## config.mk

```make
export PLATFORM = sky130hd
export DESIGN_NAME = ata_taskfile_if
export DESIGN_NICKNAME = d
export VERILOG_FILES = /design/src/rtl/ata_tf_pkg.sv /design/src/rtl/ata_strobe_sync.sv /design/src/rtl/ata_tf_regs.sv /design/src/rtl/ata_irq_ctrl.sv /design/src/rtl/ata_taskfile_if.sv
export SDC_FILE = /design/constraint.sdc
export NUM_CORES = 1
export LEC_CHECK = 0
export ABC_AREA = 0
export BUFFER_PORTS_ARGS = -buffer_cell sky130_fd_sc_hd__clkbuf_2
export CAP_MARGIN = 20
export CORE_UTILIZATION = 57
export DETAILED_ROUTE_END_ITERATION = 12
export HOLD_SLACK_MARGIN = 0.02
export PLACE_DENSITY = 0.84
export SLEW_MARGIN = 20
export SYNTH_ARGS = -nofsm -noshare
export SYNTH_HDL_FRONTEND = slang
export SYNTH_HIERARCHICAL = 1
export SYNTH_SLANG_ARGS = --single-unit
```

## constraint.sdc

```tcl
create_clock -name clk -period 6.3 [get_ports clk]
set_clock_uncertainty 0.05 [all_clocks]
set_input_delay 1.89 -clock clk [delete_from_list [all_inputs] [get_ports clk]]
set_output_delay 1.89 -clock clk [all_outputs]
set_load 0.03 [all_outputs]
```

## src/rtl/ata_tf_pkg.sv

```systemverilog
package ata_tf_pkg;
  localparam int REG_W = 8;

  // byte-register field positions that the host software depends on
  localparam int ST_BSY  = 7;
  localparam int DC_SRST = 2;
  localparam int DC_NIEN = 1;
  localparam int DH_LBA  = 6;
  localparam int DH_DEV  = 4;
  localparam logic [REG_W-1:0] ERR_MASK = 8'hD5;

  typedef enum logic [3:0] {
    SEL_NONE, SEL_DATA, SEL_ERRFEAT, SEL_COUNT, SEL_SECTOR,
    SEL_CYLLO, SEL_CYLHI, SEL_DEVHEAD, SEL_STATCMD, SEL_ALTCTL, SEL_DRVADDR
  } reg_sel_e;

  function automatic reg_sel_e decode_sel(input logic cmd_n, input logic ctl_n,
                                          input logic [2:0] a);
    reg_sel_e s;
    s = SEL_NONE;
    if (!cmd_n && ctl_n) begin
      case (a)
        3'd0: s = SEL_DATA;
        3'd1: s = SEL_ERRFEAT;
        3'd2: s = SEL_COUNT;
        3'd3: s = SEL_SECTOR;
        3'd4: s = SEL_CYLLO;
        3'd5: s = SEL_CYLHI;
        3'd6: s = SEL_DEVHEAD;
        default: s = SEL_STATCMD;
      endcase
    end else if (cmd_n && !ctl_n) begin
      if (a == 3'd6)      s = SEL_ALTCTL;
      else if (a == 3'd7) s = SEL_DRVADDR;
    end
    return s;
  endfunction
endpackage

```

## src/rtl/ata_strobe_sync.sv

```systemverilog
module ata_strobe_sync
  import ata_tf_pkg::*;
#(
  parameter int STAGES = 2,
  parameter int DATA_W = 16
) (
  input  logic              clk,
  input  logic              rst,
  input  logic              rd_n,
  input  logic              wr_n,
  input  logic              cs_cmd_n,
  input  logic              cs_ctl_n,
  input  logic [2:0]        da,
  input  logic [DATA_W-1:0] dd_in,
  output logic              rd_act,
  output logic              rd_start,
  output logic              wr_end,
  output reg_sel_e          sel,
  output logic [DATA_W-1:0] wdata
);
  localparam int BW = 7 + DATA_W;
  localparam logic [BW-1:0] IDLE = {4'b1111, 3'b000, {DATA_W{1'b0}}};

  logic [BW-1:0] pins;
  logic [BW-1:0] stg [STAGES];
  logic [BW-1:0] last;
  logic          rd_prev, wr_prev;

  assign pins = {rd_n, wr_n, cs_cmd_n, cs_ctl_n, da, dd_in};

  // the whole host bundle crosses through the same chain so address and data align with strobes
  always_ff @(posedge clk) begin
    if (rst) begin
      for (int i = 0; i < STAGES; i++) stg[i] <= IDLE;
    end else begin
      stg[0] <= pins;
      for (int i = 1; i < STAGES; i++) stg[i] <= stg[i-1];
    end
  end

  assign last = stg[STAGES-1];

  always_ff @(posedge clk) begin
    if (rst) begin
      rd_prev <= 1'b1;
      wr_prev <= 1'b1;
    end else begin
      rd_prev <= last[BW-1];
      wr_prev <= last[BW-2];
    end
  end

  assign rd_act   = !last[BW-1];
  assign rd_start = rd_prev && !last[BW-1];
  assign wr_end   = !wr_prev && last[BW-2];
  assign sel      = decode_sel(last[BW-3], last[BW-4], last[DATA_W+2:DATA_W]);
  assign wdata    = last[DATA_W-1:0];

  a_r2_write_event_single: assert property (@(posedge clk) disable iff (rst)
    wr_end |=> !wr_end);
endmodule

```

## src/rtl/ata_tf_regs.sv

```systemverilog
module ata_tf_regs
  import ata_tf_pkg::*;
(
  input  logic             clk,
  input  logic             rst,
  input  logic             wr_en,
  input  reg_sel_e         sel,
  input  logic [REG_W-1:0] wbyte,
  input  logic             busy,
  input  logic             core_done,
  input  logic [REG_W-1:0] core_err,
  output logic [REG_W-1:0] feature,
  output logic [REG_W-1:0] count,
  output logic [REG_W-1:0] sector,
  output logic [REG_W-1:0] cyllo,
  output logic [REG_W-1:0] cylhi,
  output logic [REG_W-1:0] devhead,
  output logic             srst,
  output logic             nien,
  output logic [REG_W-1:0] err_reg,
  output logic             err_flag,
  output logic             cmd_valid,
  output logic [REG_W-1:0] cmd_code
);
  logic       dh_lba, dh_dev;
  logic [3:0] dh_head;
  logic       take;
  logic [REG_W-1:0] err_masked;

  assign take       = wr_en && !busy;
  assign err_masked = core_err & ERR_MASK;
  assign devhead    = {1'b1, dh_lba, 1'b1, dh_dev, dh_head};

  // control byte: accepted regardless of busy or reset bit so the host can always leave reset
  always_ff @(posedge clk) begin
    if (rst) begin
      srst <= 1'b0;
      nien <= 1'b0;
    end else if (wr_en && sel == SEL_ALTCTL) begin
      srst <= wbyte[DC_SRST];
      nien <= wbyte[DC_NIEN];
    end
  end

  always_ff @(posedge clk) begin
    cmd_valid <= 1'b0;
    if (rst || srst) begin
      feature  <= '0;
      count    <= '0;
      sector   <= '0;
      cyllo    <= '0;
      cylhi    <= '0;
      dh_lba   <= 1'b0;
      dh_dev   <= 1'b0;
      dh_head  <= '0;
      err_reg  <= '0;
      err_flag <= 1'b0;
      cmd_code <= '0;
    end else begin
      if (take) begin
        case (sel)
          SEL_ERRFEAT: feature <= wbyte;
          SEL_COUNT:   count   <= wbyte;
          SEL_SECTOR:  sector  <= wbyte;
          SEL_CYLLO:   cyllo   <= wbyte;
          SEL_CYLHI:   cylhi   <= wbyte;
          SEL_DEVHEAD: begin
            dh_lba  <= wbyte[DH_LBA];
            dh_dev  <= wbyte[DH_DEV];
            dh_head <= wbyte[3:0];
          end
          SEL_STATCMD: begin
            cmd_valid <= 1'b1;
            cmd_code  <= wbyte;
            err_reg   <= '0;
            err_flag  <= 1'b0;
          end
          default: ;
        endcase
      end
      if (core_done) begin
        err_reg  <= err_masked;
        err_flag <= |err_masked;
      end
    end
  end

  a_r3_cmd_pulse_one_cycle: assert property (@(posedge clk) disable iff (rst)
    cmd_valid |=> !cmd_valid);
  a_r7_busy_freezes_params: assert property (@(posedge clk) disable iff (rst)
    (busy && !srst) |=> ($stable(count) && $stable(feature) && $stable(sector)
                         && $stable(devhead) && !cmd_valid));
  a_r8_srst_empties_state: assert property (@(posedge clk) disable iff (rst)
    srst |=> (count == '0 && cyllo == '0 && cylhi == '0 && !err_flag && err_reg == '0));
endmodule

```

## src/rtl/ata_irq_ctrl.sv

```systemverilog
module ata_irq_ctrl (
  input  logic clk,
  input  logic rst,
  input  logic srst,
  input  logic core_done,
  input  logic stat_rd,
  input  logic cmd_taken,
  input  logic nien,
  input  logic dev_bit,
  input  logic role_slave,
  output logic intrq,
  output logic intrq_oe
);
  logic pending;

  always_ff @(posedge clk) begin
    if (rst || srst)                pending <= 1'b0;
    else if (core_done)             pending <= 1'b1;
    else if (stat_rd || cmd_taken)  pending <= 1'b0;
  end

  always_ff @(posedge clk) begin
    if (rst) intrq_oe <= 1'b0;
    else     intrq_oe <= !nien && (dev_bit == role_slave);
  end

  assign intrq = pending;

  a_r11_set_only_after_done: assert property (@(posedge clk) disable iff (rst)
    $rose(pending) |-> $past(core_done));
  a_r5_status_read_clears: assert property (@(posedge clk) disable iff (rst)
    (stat_rd && !core_done) |=> !pending);
  a_r6_disabled_not_driven: assert property (@(posedge clk) disable iff (rst)
    nien |=> !intrq_oe);
endmodule

```

## src/rtl/ata_taskfile_if.sv

```systemverilog
module ata_taskfile_if
  import ata_tf_pkg::*;
#(
  parameter int DATA_W      = 16,
  parameter int SYNC_STAGES = 2
) (
  input  logic              clk,
  input  logic              rst,
  input  logic              role_slave,
  input  logic              cs_cmd_n,
  input  logic              cs_ctl_n,
  input  logic [2:0]        da,
  input  logic              rd_n,
  input  logic              wr_n,
  input  logic [DATA_W-1:0] dd_in,
  output logic [DATA_W-1:0] dd_out,
  output logic [DATA_W-1:0] dd_oe,
  output logic              intrq,
  output logic              intrq_oe,
  input  logic [7:2]        core_status,
  input  logic              core_done,
  input  logic [7:0]        core_err,
  input  logic              core_writing,
  input  logic [DATA_W-1:0] core_rd_word,
  output logic              cmd_valid,
  output logic [7:0]        cmd_code,
  output logic              data_rd,
  output logic              data_wr,
  output logic [DATA_W-1:0] data_wr_word,
  output logic [7:0]        tf_feature,
  output logic [7:0]        tf_count,
  output logic [7:0]        tf_sector,
  output logic [15:0]       tf_cyl,
  output logic [7:0]        tf_devhead,
  output logic              soft_reset
);
  localparam int PAD_W = DATA_W - REG_W;
  localparam logic [DATA_W-1:0] OE_WORD  = {DATA_W{1'b1}};
  localparam logic [DATA_W-1:0] OE_BYTE  = {{PAD_W{1'b0}}, 8'hFF};
  localparam logic [DATA_W-1:0] OE_DADDR = {{PAD_W{1'b0}}, 8'h7F};

  logic              rd_act, rd_start, wr_end;
  reg_sel_e          sel;
  logic [DATA_W-1:0] wdata;
  logic [7:0]        feature, count, sector, cyllo, cylhi, devhead, err_reg;
  logic              srst, nien, err_flag;
  logic              busy;
  logic [7:0]        status_byte, drvaddr_byte;

  ata_strobe_sync #(.STAGES(SYNC_STAGES), .DATA_W(DATA_W)) u_sync (
    .clk(clk), .rst(rst), .rd_n(rd_n), .wr_n(wr_n), .cs_cmd_n(cs_cmd_n),
    .cs_ctl_n(cs_ctl_n), .da(da), .dd_in(dd_in), .rd_act(rd_act),
    .rd_start(rd_start), .wr_end(wr_end), .sel(sel), .wdata(wdata)
  );

  assign busy = core_status[ST_BSY];

  ata_tf_regs u_regs (
    .clk(clk), .rst(rst), .wr_en(wr_end), .sel(sel), .wbyte(wdata[REG_W-1:0]),
    .busy(busy), .core_done(core_done), .core_err(core_err),
    .feature(feature), .count(count), .sector(sector), .cyllo(cyllo),
    .cylhi(cylhi), .devhead(devhead), .srst(srst), .nien(nien),
    .err_reg(err_reg), .err_flag(err_flag), .cmd_valid(cmd_valid),
    .cmd_code(cmd_code)
  );

  ata_irq_ctrl u_irq (
    .clk(clk), .rst(rst), .srst(srst), .core_done(core_done),
    .stat_rd(rd_start && sel == SEL_STATCMD), .cmd_taken(cmd_valid),
    .nien(nien), .dev_bit(devhead[DH_DEV]), .role_slave(role_slave),
    .intrq(intrq), .intrq_oe(intrq_oe)
  );

  assign status_byte  = {core_status[7:2], 1'b0, err_flag};
  assign drvaddr_byte = {1'b0, !core_writing, ~devhead[3:0],
                         !devhead[DH_DEV], devhead[DH_DEV]};

  // read path: value captured once per strobe, then held until the strobe ends
  always_ff @(posedge clk) begin
    data_rd <= 1'b0;
    if (rst) begin
      dd_out <= '0;
      dd_oe  <= '0;
    end else if (!rd_act) begin
      dd_oe <= '0;
    end else if (rd_start) begin
      dd_oe <= OE_BYTE;
      case (sel)
        SEL_DATA: begin
          dd_out  <= core_rd_word;
          dd_oe   <= OE_WORD;
          data_rd <= 1'b1;
        end
        SEL_ERRFEAT: dd_out <= {{PAD_W{1'b0}}, err_reg};
        SEL_COUNT:   dd_out <= {{PAD_W{1'b0}}, count};
        SEL_SECTOR:  dd_out <= {{PAD_W{1'b0}}, sector};
        SEL_CYLLO:   dd_out <= {{PAD_W{1'b0}}, cyllo};
        SEL_CYLHI:   dd_out <= {{PAD_W{1'b0}}, cylhi};
        SEL_DEVHEAD: dd_out <= {{PAD_W{1'b0}}, devhead};
        SEL_STATCMD, SEL_ALTCTL: dd_out <= {{PAD_W{1'b0}}, status_byte};
        SEL_DRVADDR: begin
          dd_out <= {{PAD_W{1'b0}}, drvaddr_byte};
          dd_oe  <= OE_DADDR;
        end
        default: dd_oe <= '0;
      endcase
    end
  end

  always_ff @(posedge clk) begin
    if (rst) begin
      data_wr      <= 1'b0;
      data_wr_word <= '0;
    end else begin
      data_wr <= wr_end && sel == SEL_DATA && !busy && !srst;
      if (wr_end && sel == SEL_DATA) data_wr_word <= wdata;
    end
  end

  assign tf_feature = feature;
  assign tf_count   = count;
  assign tf_sector  = sector;
  assign tf_cyl     = {cylhi, cyllo};
  assign tf_devhead = devhead;
  assign soft_reset = srst;

  a_r10_release_after_strobe: assert property (@(posedge clk) disable iff (rst)
    !rd_act |=> dd_oe == '0);
  a_r10_hold_during_strobe: assert property (@(posedge clk) disable iff (rst)
    (rd_act && $past(rd_act) && !$past(rd_start)) |-> $stable(dd_out));
  a_r12_data_read_pulse: assert property (@(posedge clk) disable iff (rst)
    data_rd |=> !data_rd);
endmodule

```

==> impl_metrics.py <==
metrics = {
    "outcome": {
        "status": "complete, no violations",
    },
    "worst_setup_path": {
        "r2r_setup_slack_ns": 3.13,
        "crit_required_ns": 4.36,
        "crit_buf_inv": 1,
        "reg2regPathDepth": 10,
        "r2r-start": "u_sync/stg[0][39]$_SDFF_PP0_",
        "r2r_end": "dd_out[6]$_SDFFE_PP0P_",
        "critPathMaxStageDelay_ns": 0.54,
        "slowest_stage": "dfxtp_1",
        "worstSetupPathType": "reg2out",
        "end_kind": "primary output",
        "worstPathMaxFanout": 6,
        "worstPathArrival_ns": 1.33,
        "startpoint": "u_regs/srst$_SDFFE_PP0P_",
        "start_kind": "flop",
        "crit_chain": "clkbuf_2",
        "crit_family": "flip-flops",
    },
    "yosys": {
        "netlist_area_um2": 6330,
        "yosys_warnings": 6,
        "synth-edff-count": 0,
        "synth-async-reset-ratio_pct": 0,
        "synth_top_flop_cell": "dfxtp_1",
        "yosysSeqAreaShare_pct": 47.4,
        "synth_seq_cells": 150,
        "synthCells": 667,
        "yosysUniqueCellTypes": 64,
        "syn-mean-instance-area_um2": 9.50,
    },
    "floorplanning": {
        "die_y_um": 107,
        "dieArea_um2": 11500,
        "start_util_pct": 58.4,
        "fp-row-count": 38,
        "die_x_um": 107,
        "ioPinCount": 168,
        "core-area_um2": 10800,
    },
    "global_route": {
        "grt_first_pass_wirelength_um": 23000,
        "grt-ovfl-total": 0,
        "antenna_found_initial": 1,
        "grt_pass1_vias": 4684,
        "track_usage_pct": 26.2,
        "grt_max_degree": 90,
    },
    "hold_path": {
        "min_path_type": "reg2reg",
        "whs_endpoint": "u_sync/stg[0][44]$_SDFF_PP1_",
        "hp-start": "u_sync/stg[0][21]$_SDFF_PP1_",
        "min_path_cells": 1,
    },
    "cts": {
        "clock_latency_ns": 0.52,
        "cts_resized": 0,
        "htree_levels": 4,
        "cts_num_sinks": 150,
        "post_cts_buffers": 0,
        "cts_buffers": 17,
        "clk_pin_slew_ns": 0.06,
        "hold_buffers": 0,
        "cts_tree": "yes",
        "cts_root_buf": "clkbuf_8",
        "clockBufferDepth": 2,
    },
    "routing": {
        "wl_per_cell_um": 15.8,
        "drt_iter0_markers": 291,
        "routed_wirelength_um": 14800,
        "drc": 0,
        "num_vias": 5050,
        "antenna_left": 0,
        "drt-pass1-iter-count": 4,
        "vias_per_cell": 5.38,
    },
    "run": {
        "drv_cap": 0,
    },
    "sta": {
        "finalSetupTns_ns": 0,
        "min_period_ns": 3.27,
        "final.period_utilization_pct": 51.8,
        "hold_viol": 0,
        "rsz0062_at_grt": "false",
        "worst_slew_pin_slew_ns": 0.843,
        "slew_headroom_pct": 43.8,
        "slew_viol_final": 0,
        "setup_viol": 0,
        "fmax_mhz": 306,
    },
    "placed_design": {
        "portBuffers": 162,
        "dp_hpwl_um": 10500,
        "gp_congestion": 0.859,
    },
    "power_and_ir_drop": {
        "comb_power_share_pct": 4.6,
        "p_leak_nw": 3.35,
        "p_sw_mw": 0.459,
        "vdd_drop_max_mv": 0.187,
        "power_density_nw_per_um2": 272,
        "intPower_mw": 1.57,
        "total_power_mw": 2.03,
        "swShare_pct": 22.6,
        "power_frac_seq_pct": 47.8,
        "clockPowerShare_pct": 47.6,
    },
    "cells_and_area": {
        "final_layout_size_suffix_gt1_share_pct": 29.2,
        "final_nets": 846,
        "layout_commonest_cell": "clkbuf_2",
        "reg.largest.list": "u_sync/stg x46, data_wr_word x16, dd_out x16",
        "syn_to_final_growth_pct": 17.9,
        "largest_register_ffs": 46,
        "final_cell_mix": "clkbuf_2 (161), dfxtp_1 (150), nand2_1 (122)",
        "largest_register": "u_sync/stg",
    },
}
## per-layer routing
layer	part of all wire, %	track usage (%)	routed length (um)
met1	43	32.4	6400
met2	48	43.3	7090
met3	6.6	6.78	974
met5	0	0	0
met4	2.2	10.8	328
## how the worst max path moves through the flow
stage | to | slack [ns] | cells past startpoint
2_1_floorplan | u_regs/cylhi[0]$_SDFFE_PP0P_ | 3.47 | 4
3_3_place_gp | dd_out[6]$_SDFFE_PP0P_ | 2.63 | 5
3_5_place_dp | dd_out[6]$_SDFFE_PP0P_ | 2.57 | 5
4_1_cts | soft_reset | 3.00 | 1
5_1_grt | dd_out[4]$_SDFFE_PP0P_ | 2.88 | 10
6_report | soft_reset | 3.03 | 1
## cell type report
| cell class | count | area [um2] |
|---|---|---|
| diodes | 1 | 2.50 |
| clock buffers | 20 | 425 |
| clock inverters | 12 | 146 |
| fillers | 823 | 3370 |
| inverters | 11 | 41.3 |
| multi-input cells | 436 | 2820 |
| flip-flops and latches | 150 | 3000 |
| well taps | 140 | 175 |
| repair buffers | 168 | 856 |
## power by group through the flow
stage	Combinational (mW)	Clock, mW	Sequential (mW)
2_1_floorplan	0.0673	0	0.993
3_5_place_dp	0.0927	0	0.994
3_3_place_gp	0.0896	0	0.993
6_report	0.0936	0.967	0.973
4_1_cts	0.0932	0.984	0.973
5_1_grt	0.102	1.03	0.974
## stage by stage
step           utilization [%]  hold WS (ns)  instance area (um2)  std cells  setup WS, ns
2_1_floorplan                -         0.339                 6340        670          3.47
5_1_grt                   68.9         0.386                 7470        938          2.88
4_1_cts                   68.9         0.362                 7470        937          3.00
3_3_place_gp              63.6         0.348                 6900        905          2.63
3_5_place_dp              63.6         0.347                 6900        905          2.57
6_report                  68.9         0.361                 7470        938          3.03
## synth_stat cells (2+ instances only)
master	number	area, um2
nand3b_1	4	30.0
nand3_2	2	20.0
and3_1	6	37.5
nor3_1	4	20.0
a32o_1	5	50.1
o31ai_1	6	45.0
mux2_2	3	33.8
or2_2	11	68.8
o21ai_0	17	85.1
a21oi_1	33	165
nand2_1	122	458
o211ai_1	2	15.0
a211oi_1	2	15.0
or3_1	6	37.5
nor3_2	2	20.0
o221ai_1	2	17.5
ha_1	4	50.1
clkbuf_1	12	45.0
nor2_1	10	37.5
buf_4	41	308
mux2i_1	69	691
nand2b_1	14	87.6
a31oi_1	6	37.5
and3b_1	2	17.5
inv_1	9	33.8
nand3_1	19	95.1
nor2b_1	44	275
conb_1	2	7.51
dfxtp_1	150	3000
buf_2	11	55.1
nand2_2	2	12.5
a221oi_1	6	52.6
and4_1	2	17.5
buf_6	7	78.8
## cell families (layout without fill, tap and decap cells)
family	after synthesis	in the layout	synth area share, %
flip-flops	150	150	47.4
AO/OA/AOI/OAI	92	92	9.58
adder cells (fa/ha/maj)	4	4	0.790
other	2	6	0.119
AND/OR/NAND/NOR	261	261	21.4
buffers and inverters	84	211	8.73
XOR/XNOR	1	1	0.138
multiplexers	73	73	11.9
No activity file was read; power rests on OpenSTA's default activity.
